===== config.mk =====
export PLATFORM = sky130hd
export DESIGN_NAME = r4_acs_unit
export DESIGN_NICKNAME = d
export VERILOG_FILES = /design/src/rtl/r4_acs_pkg.sv /design/src/rtl/r4_maxstar.sv /design/src/rtl/r4_path_sum.sv /design/src/rtl/r4_acs.sv /design/src/rtl/r4_llr.sv /design/src/rtl/r4_acs_unit.sv
export SDC_FILE = /design/constraint.sdc
export NUM_CORES = 2
export LEC_CHECK = 0
export BUFFER_PORTS_ARGS = -buffer_cell sky130_fd_sc_hd__buf_4
export CAP_MARGIN = 20
export CELL_PAD_IN_SITES_DETAIL_PLACEMENT = 1
export CELL_PAD_IN_SITES_GLOBAL_PLACEMENT = 2
export CORE_MARGIN = 2
export CORE_UTILIZATION = 39
export CTS_CLUSTER_DIAMETER = 60
export DETAILED_ROUTE_END_ITERATION = 10
export PLACE_DENSITY = 0.81
export RECOVER_POWER = 25
export SLEW_MARGIN = 20
export SYNTH_ARGS = -nofsm -noshare
export SYNTH_HDL_FRONTEND = slang
export SYNTH_SLANG_ARGS = --single-unit

===== constraint.sdc =====
create_clock -name clk -period 29.7 [get_ports clk]
set_input_delay 2.97 -clock clk [delete_from_list [all_inputs] [get_ports clk]]
set_output_delay 2.97 -clock clk [all_outputs]
set_load 0.01 [all_outputs]

===== src/rtl/r4_acs_pkg.sv =====
package r4_acs_pkg;

    typedef enum logic [0:0] {
        ST_IDLE = 1'b0,
        ST_RUN  = 1'b1
    } r4_state_e;

    localparam int NUM_STATES = 4;
    localparam int NUM_BRANCH = 2 * NUM_STATES;
    localparam int NUM_PATHS  = NUM_STATES * NUM_STATES;

endpackage


===== src/rtl/r4_maxstar.sv =====
module r4_maxstar #(
    parameter int W       = 14,
    parameter bit CORR_EN = 1'b1
) (
    input  logic signed [W-1:0] a_i,
    input  logic signed [W-1:0] b_i,
    output logic signed [W-1:0] y_o
);
    logic                a_ge;
    logic signed [W-1:0] big;

    assign a_ge = (a_i >= b_i);
    assign big  = a_ge ? a_i : b_i;

    generate
        if (CORR_EN) begin : g_lut
            logic [W-1:0] diff;
            logic [1:0]   corr;

            assign diff = a_ge ? W'(a_i - b_i) : W'(b_i - a_i);

            always_comb begin
                if (diff <= W'(1))      corr = 2'd3;
                else if (diff <= W'(3)) corr = 2'd2;
                else if (diff <= W'(7)) corr = 2'd1;
                else                    corr = 2'd0;
            end

            assign y_o = big + $signed({{(W-2){1'b0}}, corr});
        end else begin : g_max
            assign y_o = big;
        end
    endgenerate
endmodule


===== src/rtl/r4_path_sum.sv =====
module r4_path_sum #(
    parameter int MW = 12,
    parameter int BW = 8,
    localparam int PW = MW + 2,
    localparam int YW = MW + 3
) (
    input  logic [4*MW-1:0]  alpha_i,
    input  logic [8*BW-1:0]  gam_a_i,
    input  logic [8*BW-1:0]  gam_b_i,
    input  logic [4*MW-1:0]  beta_i,
    output logic [16*PW-1:0] path_o,
    output logic [16*YW-1:0] full_o
);
    logic signed [MW-1:0] alpha_s [4];
    logic signed [MW-1:0] beta_s  [4];
    logic signed [BW-1:0] ga_s    [8];
    logic signed [BW-1:0] gb_s    [8];

    generate
        for (genvar k = 0; k < 4; k++) begin : g_unpack_st
            assign alpha_s[k] = alpha_i[k*MW +: MW];
            assign beta_s[k]  = beta_i[k*MW +: MW];
        end
        for (genvar k = 0; k < 8; k++) begin : g_unpack_br
            assign ga_s[k] = gam_a_i[k*BW +: BW];
            assign gb_s[k] = gam_b_i[k*BW +: BW];
        end

        for (genvar s = 0; s < 4; s++) begin : g_src
            for (genvar y = 0; y < 4; y++) begin : g_sym
                localparam int U0 = (y >> 1) & 1;
                localparam int U1 = y & 1;
                localparam int S0 = s & 1;
                localparam int S1 = (s >> 1) & 1;
                localparam int M  = (S0 << 1) | ((U0 ^ S0 ^ S1) & 1);
                localparam int M0 = M & 1;
                localparam int M1 = (M >> 1) & 1;
                localparam int T  = (M0 << 1) | ((U1 ^ M0 ^ M1) & 1);

                logic signed [PW-1:0] p;

                assign p = PW'(alpha_s[s]) + PW'(ga_s[s*2+U0]) + PW'(gb_s[M*2+U1]);
                assign path_o[(s*4+y)*PW +: PW] = p;
                assign full_o[(s*4+y)*YW +: YW] = YW'(p) + YW'(beta_s[T]);
            end
        end
    endgenerate
endmodule


===== src/rtl/r4_acs.sv =====
module r4_acs #(
    parameter int MW      = 12,
    parameter bit CORR_EN = 1'b1,
    localparam int PW = MW + 2
) (
    input  logic [16*PW-1:0] path_i,
    output logic [4*MW-1:0]  alpha_o
);
    logic signed [PW-1:0] raw [4];

    generate
        for (genvar t = 0; t < 4; t++) begin : g_dst
            logic signed [PW-1:0] leaf [4];
            logic signed [PW-1:0] mid_lo;
            logic signed [PW-1:0] mid_hi;

            // leaves 0,1 share one middle state, leaves 2,3 the other
            for (genvar j = 0; j < 4; j++) begin : g_leaf
                localparam int SJ = ((j & 1) << 1) | ((j >> 1) & 1);
                localparam int U0 = ((t >> 1) ^ (j >> 1) ^ j) & 1;
                localparam int U1 = (t ^ (t >> 1) ^ (j >> 1)) & 1;
                assign leaf[j] = path_i[(SJ*4 + U0*2 + U1)*PW +: PW];
            end

            r4_maxstar #(.W(PW), .CORR_EN(CORR_EN)) u_ms_lo (
                .a_i(leaf[0]), .b_i(leaf[1]), .y_o(mid_lo));
            r4_maxstar #(.W(PW), .CORR_EN(CORR_EN)) u_ms_hi (
                .a_i(leaf[2]), .b_i(leaf[3]), .y_o(mid_hi));
            r4_maxstar #(.W(PW), .CORR_EN(CORR_EN)) u_ms_top (
                .a_i(mid_lo), .b_i(mid_hi), .y_o(raw[t]));

            assign alpha_o[t*MW +: MW] = MW'(raw[t] - raw[0]);
        end
    endgenerate
endmodule


===== src/rtl/r4_llr.sv =====
module r4_llr #(
    parameter int MW      = 12,
    parameter bit CORR_EN = 1'b1,
    localparam int YW = MW + 3,
    localparam int LW = MW + 4
) (
    input  logic [16*YW-1:0] full_i,
    output logic [LW-1:0]    llr_hi_o,
    output logic [LW-1:0]    llr_lo_o
);
    logic signed [YW-1:0] lam [4];
    logic signed [YW-1:0] hi_one, hi_zero, lo_one, lo_zero;

    generate
        for (genvar y = 0; y < 4; y++) begin : g_symm
            logic signed [YW-1:0] leaf [4];
            logic signed [YW-1:0] mid_lo;
            logic signed [YW-1:0] mid_hi;

            for (genvar s = 0; s < 4; s++) begin : g_leaf
                assign leaf[s] = full_i[(s*4+y)*YW +: YW];
            end

            r4_maxstar #(.W(YW), .CORR_EN(CORR_EN)) u_ms_lo (
                .a_i(leaf[0]), .b_i(leaf[1]), .y_o(mid_lo));
            r4_maxstar #(.W(YW), .CORR_EN(CORR_EN)) u_ms_hi (
                .a_i(leaf[2]), .b_i(leaf[3]), .y_o(mid_hi));
            r4_maxstar #(.W(YW), .CORR_EN(CORR_EN)) u_ms_top (
                .a_i(mid_lo), .b_i(mid_hi), .y_o(lam[y]));
        end
    endgenerate

    r4_maxstar #(.W(YW), .CORR_EN(CORR_EN)) u_hi_one (
        .a_i(lam[2]), .b_i(lam[3]), .y_o(hi_one));
    r4_maxstar #(.W(YW), .CORR_EN(CORR_EN)) u_hi_zero (
        .a_i(lam[0]), .b_i(lam[1]), .y_o(hi_zero));
    r4_maxstar #(.W(YW), .CORR_EN(CORR_EN)) u_lo_one (
        .a_i(lam[1]), .b_i(lam[3]), .y_o(lo_one));
    r4_maxstar #(.W(YW), .CORR_EN(CORR_EN)) u_lo_zero (
        .a_i(lam[0]), .b_i(lam[2]), .y_o(lo_zero));

    assign llr_hi_o = LW'(hi_one) - LW'(hi_zero);
    assign llr_lo_o = LW'(lo_one) - LW'(lo_zero);
endmodule


===== src/rtl/r4_acs_unit.sv =====
module r4_acs_unit
    import r4_acs_pkg::*;
#(
    parameter int MW       = 12,
    parameter int BW       = 8,
    parameter int INIT_GAP = 64,
    parameter bit CORR_EN  = 1'b1,
    localparam int LW = MW + 4
) (
    input  logic            clk,
    input  logic            rst_n,
    input  logic            sym_valid_i,
    input  logic            blk_first_i,
    input  logic            blk_last_i,
    input  logic [8*BW-1:0] gam_a_i,
    input  logic [8*BW-1:0] gam_b_i,
    input  logic [4*MW-1:0] beta_i,
    output logic            busy_o,
    output logic            out_valid_o,
    output logic [4*MW-1:0] alpha_o,
    output logic [LW-1:0]   llr_hi_o,
    output logic [LW-1:0]   llr_lo_o
);
    localparam int PW = MW + 2;
    localparam int YW = MW + 3;
    localparam logic [4*MW-1:0] START_METRICS =
        {{3{MW'(-INIT_GAP)}}, MW'(0)};

    r4_state_e st_q, st_d;
    logic            accept;
    logic [4*MW-1:0] alpha_q, alpha_src, alpha_new;
    logic [LW-1:0]   llr_hi_q, llr_lo_q, llr_hi_w, llr_lo_w;
    logic            valid_q;
    logic [16*PW-1:0] path_w;
    logic [16*YW-1:0] full_w;

    assign accept    = sym_valid_i && ((st_q == ST_RUN) || blk_first_i);
    assign alpha_src = blk_first_i ? START_METRICS : alpha_q;

    // next-state logic
    always_comb begin
        st_d = st_q;
        unique case (st_q)
            ST_IDLE: if (sym_valid_i && blk_first_i)
                         st_d = blk_last_i ? ST_IDLE : ST_RUN;
            ST_RUN:  if (sym_valid_i && blk_last_i)
                         st_d = ST_IDLE;
            default: st_d = ST_IDLE;
        endcase
    end

    // state register
    always_ff @(posedge clk or negedge rst_n) begin
        if (!rst_n) st_q <= ST_IDLE;
        else        st_q <= st_d;
    end

    r4_path_sum #(.MW(MW), .BW(BW)) u_paths (
        .alpha_i (alpha_src),
        .gam_a_i (gam_a_i),
        .gam_b_i (gam_b_i),
        .beta_i  (beta_i),
        .path_o  (path_w),
        .full_o  (full_w)
    );

    r4_acs #(.MW(MW), .CORR_EN(CORR_EN)) u_acs (
        .path_i  (path_w),
        .alpha_o (alpha_new)
    );

    r4_llr #(.MW(MW), .CORR_EN(CORR_EN)) u_llr (
        .full_i   (full_w),
        .llr_hi_o (llr_hi_w),
        .llr_lo_o (llr_lo_w)
    );

    // output / metric-bank register
    always_ff @(posedge clk or negedge rst_n) begin
        if (!rst_n) begin
            valid_q  <= 1'b0;
            alpha_q  <= '0;
            llr_hi_q <= '0;
            llr_lo_q <= '0;
        end else begin
            valid_q <= accept;
            if (accept) begin
                alpha_q  <= alpha_new;
                llr_hi_q <= llr_hi_w;
                llr_lo_q <= llr_lo_w;
            end
        end
    end

    assign busy_o      = (st_q == ST_RUN);
    assign out_valid_o = valid_q;
    assign alpha_o     = alpha_q;
    assign llr_hi_o    = llr_hi_q;
    assign llr_lo_o    = llr_lo_q;
endmodule


### Yosys cells after proc, flatten, opt, wreduce, memory -nomap -nowiden

Cells that the tools add are included.
W data, S select, Z words.

* register bits: 82
* input bits: 181
* word-level logic and storage cells: 397

* $add $sub $neg: 130
* magnitude comparators: 112
* mux-type cells: 145
* bitwise gates (word level): 1
* reductions and logical operators: 4

Operators with widths (count)
* $mux W15: 32
* $sub A15 B15 Y15: 32
* $sub A14 B14 Y14: 24
* $mux W14: 20
* $add A14 B12 Y15: 16
* $add A15 B3 Y15: 16
* $ge A15 B15 Y1: 16
* $le A15 B1 Y1 const B: 16
* $le A15 B2 Y1 const B: 16
* $le A15 B3 Y1 const B: 16
* $add A13 B8 Y14: 16
* $ge A14 B14 Y1: 12
* $le A14 B1 Y1 const B: 12
* $le A14 B2 Y1 const B: 12
* $le A14 B3 Y1 const B: 12
* $add A14 B3 Y14: 8
* $mux W2: 56
* $add A12 B8 Y13: 8
* $add A12 B3 Y12: 4
* $mux W12: 4
* $mux W48: 1
* $sub A12 B12 Y12: 4
* $sub A15 B15 Y16: 2
* $mux W1: 31
* other kinds (4): 6

### Logic depth before layout (Yosys ltp)

* depth in word-level cells: 26
* mapped depth: 131
* gate-level depth less buffers: 122

### By module

Synthesis repeated with hierarchy kept, for this count alone.

* cells, all modules: 13180
* area total of the unflattened synthesis: 93295.7 um^2

By module, submodules not included
* r4_path_sum: times used 1, cells an instance 3020, area each 22919.5 um^2, sequential area each 0.0 um^2
* r4_maxstar at u_llr.g_symm[2].u_ms_hi ...: times used 8, cells an instance 352, area each 2403.6 um^2, sequential area each 0.0 um^2
* r4_maxstar at u_acs.g_dst[0].u_ms_hi ...: times used 7, cells an instance 325, area each 2180.8 um^2, sequential area each 0.0 um^2
* r4_maxstar at u_llr.g_symm[0].u_ms_hi ...: times used 6, cells an instance 347, area each 2273.4 um^2, sequential area each 0.0 um^2
* r4_maxstar at u_acs.g_dst[2].u_ms_top ...: times used 4, cells an instance 317, area each 2152.1 um^2, sequential area each 0.0 um^2
* r4_acs_unit: times used 1, cells an instance 227, area each 3392.0 um^2, sequential area each 2052.0 um^2
* r4_maxstar at u_llr.u_lo_one: times used 1, cells an instance 356, area each 2478.6 um^2, sequential area each 0.0 um^2
* r4_maxstar at u_llr.g_symm[1].u_ms_top: times used 1, cells an instance 359, area each 2407.3 um^2, sequential area each 0.0 um^2
* r4_maxstar at u_acs.g_dst[2].u_ms_lo: times used 1, cells an instance 334, area each 2207.1 um^2, sequential area each 0.0 um^2
* r4_acs: times used 1, cells an instance 214, area each 1611.5 um^2, sequential area each 0.0 um^2
* r4_llr: times used 1, cells an instance 229, area each 1536.5 um^2, sequential area each 0.0 um^2

### Worst setup path before layout

No wires, ideal clock.

* kind: input to register
* start point: in blk_first_i
* end point: reg llr_hi_q[15] (netlist: llr_hi_o[15])
* setup time: 0.083 ns
* arrival: 26.772 ns
* slack: 2.846 ns
* stages: 108
* cells stage by stage: clkbuf_1 clkbuf_1 clkbuf_1 clkbuf_1 nor2b_1 ha_1 ha_1 a21o_1 maj3_1 a22o_1 maj3_1 a22o_1 xor2_1 ha_1 a21oi_1 o21ai_0 xor2_1 ha_1 (+72 left out) fa_1 ha_1 nor2b_1 o21ai_0 nand2b_1 a21o_1 a21o_1 a21o_1 a21o_1 a21o_1 a21o_1 a21o_1 a21o_1 a21o_1 a21o_1 nand2_1 a31oi_1 o21ai_0

* word-level cells in the longest chain between the ends: 26

RTL lines
* from (decl): RTL line r4_acs_unit.sv:13 `input logic blk_first_i,`
* $mux W48: RTL line r4_acs_unit.sv:38 `assign alpha_src = blk_first_i ? START_METRICS : alpha_q;`
* $add A12 B8 Y13: RTL line r4_path_sum.sv:42 `assign p = PW'(alpha_s[s]) + PW'(ga_s[s*2+U0]) + PW'(gb_s[M*2+U1]);`
* $add A13 B8 Y14: RTL line r4_path_sum.sv:42
* $add A14 B12 Y15: RTL line r4_path_sum.sv:44 `assign full_o[(s*4+y)*YW +: YW] = YW'(p) + YW'(beta_s[T]);`
* $sub A15 B15 Y15 / $ge A15 B15 Y1 (equally long branches): RTL line r4_maxstar.sv:20, r4_maxstar.sv:12
* $mux W15: RTL line r4_maxstar.sv:20 `assign diff = a_ge ? W'(a_i - b_i) : W'(b_i - a_i);`
* $le A15 B3 Y1: RTL line r4_maxstar.sv:25 `else if (diff <= W'(7)) corr = 2'd1;`
* $mux W1: RTL line r4_maxstar.sv:25
* (+10 left out)
* $sub A15 B15 Y15 / $ge A15 B15 Y1 (equally long branches): RTL line r4_maxstar.sv:20, r4_maxstar.sv:12
* $mux W15: RTL line r4_maxstar.sv:20
* $le A15 B3 Y1: RTL line r4_maxstar.sv:25
* $mux W1: RTL line r4_maxstar.sv:25
* $mux W2: RTL line r4_maxstar.sv:24 `else if (diff <= W'(3)) corr = 2'd2;`
* $mux W2: RTL line r4_maxstar.sv:23 `if (diff <= W'(1)) corr = 2'd3;`
* $add A15 B3 Y15: RTL line r4_maxstar.sv:29 `assign y_o = big + $signed({{(W-2){1'b0}}, corr});`
* $sub A15 B15 Y16: RTL line r4_llr.sv:42 `assign llr_hi_o = LW'(hi_one) - LW'(hi_zero);`
* to (signal assigned): RTL line r4_acs_unit.sv:89 `llr_hi_q <= llr_hi_w;`
* to (decl): RTL line r4_acs_unit.sv:32 `logic [LW-1:0] llr_hi_q, llr_lo_q, llr_hi_w, llr_lo_w;`

Parallel ways exist; a longest one is shown, timed or not.
A chain may end at the register's enable or synchronous reset.

### Final worst setup path

* start point: in blk_first_i
* end point: reg llr_hi_q[14] (netlist: llr_hi_o[14])

Same word-level chain as after synthesis.

==> results_dict.tcl <==
set metrics [dict create \
    status "finished, violations left" \
    violations "max-capacitance violations, max-slew violations" \
    yosysWarnings 0 \
    crit_arrival_ns 28.39 \
    ys_seq_area_frac 0.0228 \
    rr_endpoint "llr_hi_o[14]" \
    r2r_start "alpha_o[13]" \
    grtUsageTotal 0.343 \
    grt_pass1_vias 80332 \
    synth.ff_latch_count 70 \
    post-place-ws_ns -0.235 \
    initial_core_util 0.391 \
    cts_buffer_depth 2 \
    clkTransAtPathRegs_ns 0.07 \
    ff2ff_path_depth 104 \
    yosys.area.top_type "ha_1" \
    grt_overflow_total 0 \
    antenna_found_initial 25 \
    gp_congestion 1.00 \
    synthCells 10549 \
    maxSlewViolCount 73 \
    critPathKind "in2reg" \
    fin_skew_ns 0.0255 \
    finalHoldViolCount 0 \
    tightest_slew_ns 2.84 \
    grt_pass1_wl_mm 522 \
    synth_area_leaders "ha_1, xnor2_1, a21o_1" \
    layout_setup_ws_ns 1.56 \
    io_buffers 250 \
    avgSynthCellArea_um2 7.29 \
    cts_tree "done" \
    clk_latency_ns 0.44 \
    antenna_left 0 \
    cp.required_ns 29.95 \
    hp-class "reg2reg" \
    netlist_area_mm2 0.0769 \
    rows 163 \
    drc 0 \
    dr.pass1.iters 5 \
    synth_top_area_share 0.231 \
    synthDistinctLibCells 120 \
    crit_path_max_fanout 22 \
    synthFlopType "dfrtp_1" \
    root_buffer "clkbuf_16" \
    die_height_um 448 \
    dpl.hpwl_mm 315 \
    drt-total-wl_mm 358 \
    start_kind "input pin" \
    core_area_mm2 0.197 \
    htreeDepth 3 \
    fin_nets 12551 \
    fmax_mhz 35.5 \
    die_x_um 448 \
    hp-start "llr_lo_o[3]" \
    hold_buffers 0 \
    crit_path_frequent_cell "a21o_1" \
    pin_count 263 \
    fin_crit_ns 28.14 \
    cap_viol_max_count 2 \
    via_count 79733 \
    cp_slowest_cell "xor2_1" \
    async_flop_share 1.00 \
    rrSetupSlack_ns 3.65 \
    areaGrowthSynthToFinish_pct 9.64 \
    worst_path_largest_cell_delay_ns 0.76 \
    vias_per_cell 5.91 \
    cts_buffers 9 \
    grt_max_degree 88 \
    timing.final.crit_share 0.947 \
    hold_path_end "llr_lo_o[3]" \
    synth_edf_count 0 \
    wl_per_cell_um 26.6 \
    numClockSinks 70 \
    end_kind "register" \
    dieArea_mm2 0.201 \
    drive_gt1_frac 0.0821 \
    max-slew-margin-rel -0.894 \
    drt_iter0_markers 5083 \
    hold_path_depth 2 \
    setup_viol 0 \
    fillers 24760 \
]
[registers in the layout, indices dropped and copies added (netlist names)]
signal and count:
busy_o 1, llr_lo_o 16, alpha_o 36, out_valid_o 1, llr_hi_o 16
[layout by cell type (no fill, tap or decap), drive strengths merged, types with 64 or more instances in the layout]
cell	n
o211ai	74
nor2	615
fa	121
nor3	176
o21a	70
nor4	82
o21bai	157
mux2i	404
nand2b	127
a211oi	103
nor2b	223
a21o	728
ha	1422
xor2	392
a31oi	91
mux2	81
xnor2	780
dfrtp	70
o21ai	669
inv	1100
a21oi	877
nand2	655
nand3	219
buf	583
and3	66
or3	64
nand4	111
[worst max-delay path by stage]
stage	end	slack [ns]	from	cells past startpoint
2_1_floorplan	llr_hi_o[15]	2.85	blk_first_i	108
3_3_place_gp	llr_lo_o[14]	0.22	blk_first_i	108
3_5_place_dp	llr_lo_o[14]	-0.23	blk_first_i	108
4_1_cts	llr_lo_o[14]	0.1	blk_first_i	108
5_1_grt	llr_lo_o[14]	-0.04	blk_first_i	124
6_report	llr_hi_o[14]	1.56	blk_first_i	105
[metrics by stage]
step,area (µm²),TNS (ns),std cells,utilization,hold slack [ns]
6_report,84400,0,13488,0.429,0.483
5_1_grt,84300,-0.0435,13481,0.429,0.520
4_1_cts,83900,0,13469,0.427,0.489
3_5_place_dp,83500,-0.511,13453,0.425,0.473
3_3_place_gp,83500,0,13452,0.425,0.465
2_1_floorplan,77000,0,10565,-,0.516
[routing by layer]
layer	global-route usage	wire (µm)	up-vias
li1	-	-	37894
met1	0.443	158000	39425
met2	0.564	162000	1924
met3	0.0412	17400	488
met4	0.169	20700	2
met5	0	7	-
[final cells by class]
type | instances | area (µm²) | area share
Sequential cell | 70 | 1750 | 0.0208
Timing Repair Buffer | 585 | 4430 | 0.0526
Clock buffer | 9 | 225 | 0.00267
Clock inverter | 7 | 121 | 0.00144
Inverter | 1102 | 4140 | 0.0490
Multi-Input combinational cell | 9059 | 70300 | 0.834
Antenna cell | 16 | 40.0 | 0.000475
Tap cell | 2640 | 3300 | 0.0392
[worst max-delay path: cells and delay by family]
family	cells	cell delay (ns)
AOI/OAI and AO/OA	56	12.09
adders and majority gates	15	4.91
and+or+nand+nor	14	3.34
xor gates and xnor gates	8	2.05
buffers and inverters	8	1.57
muxes	4	1.39
[synth_stat cells (all sizes together) (20+ instances only)]
library cell,instances
o21bai,157
mux2i,404
buf,85
a311oi,27
and2,59
maj3,39
o21a,70
clkbuf,250
a21boi,36
or3,64
nor2,615
nand2b,127
and4,24
a21o,728
o31a,20
nor3,176
xor2,392
o21ai,669
xnor2,780
o221ai,21
a221oi,44
o31ai,49
nor3b,24
inv,1099
a211o,22
nand3,219
nand3b,23
mux2,81
o311ai,20
ha,1422
fa,121
nand4,111
a21oi,876
o211ai,74
dfrtp,70
a31oi,91
or2,60
nor2b,223
and3,66
a211oi,103
a221o,36
nand2,655
nor4,82
[kinds of logic (layout without fill, tap and decap cells)]
group,after synthesis,after routing,synth area share
AOI/OAI and AO/OA,3227,3228,0.272
xor gates and xnor gates,1174,1174,0.135
adders and majority gates,1582,1582,0.268
buffers and inverters,1437,1703,0.0718
DFF,70,70,0.0228
muxes,488,488,0.0655
other,1,33,0.0000487
and+or+nand+nor,2570,2570,0.165
[timing repair]
item | CTS | global route
resized for setup | 0 | 79
setup buffers | 0 | 1
setup endpoints to repair | 0 | 24
Power is left out: the tool's default activity adds up to more than one toggle a clock period on the data nets, which glitch-free logic cannot reach.
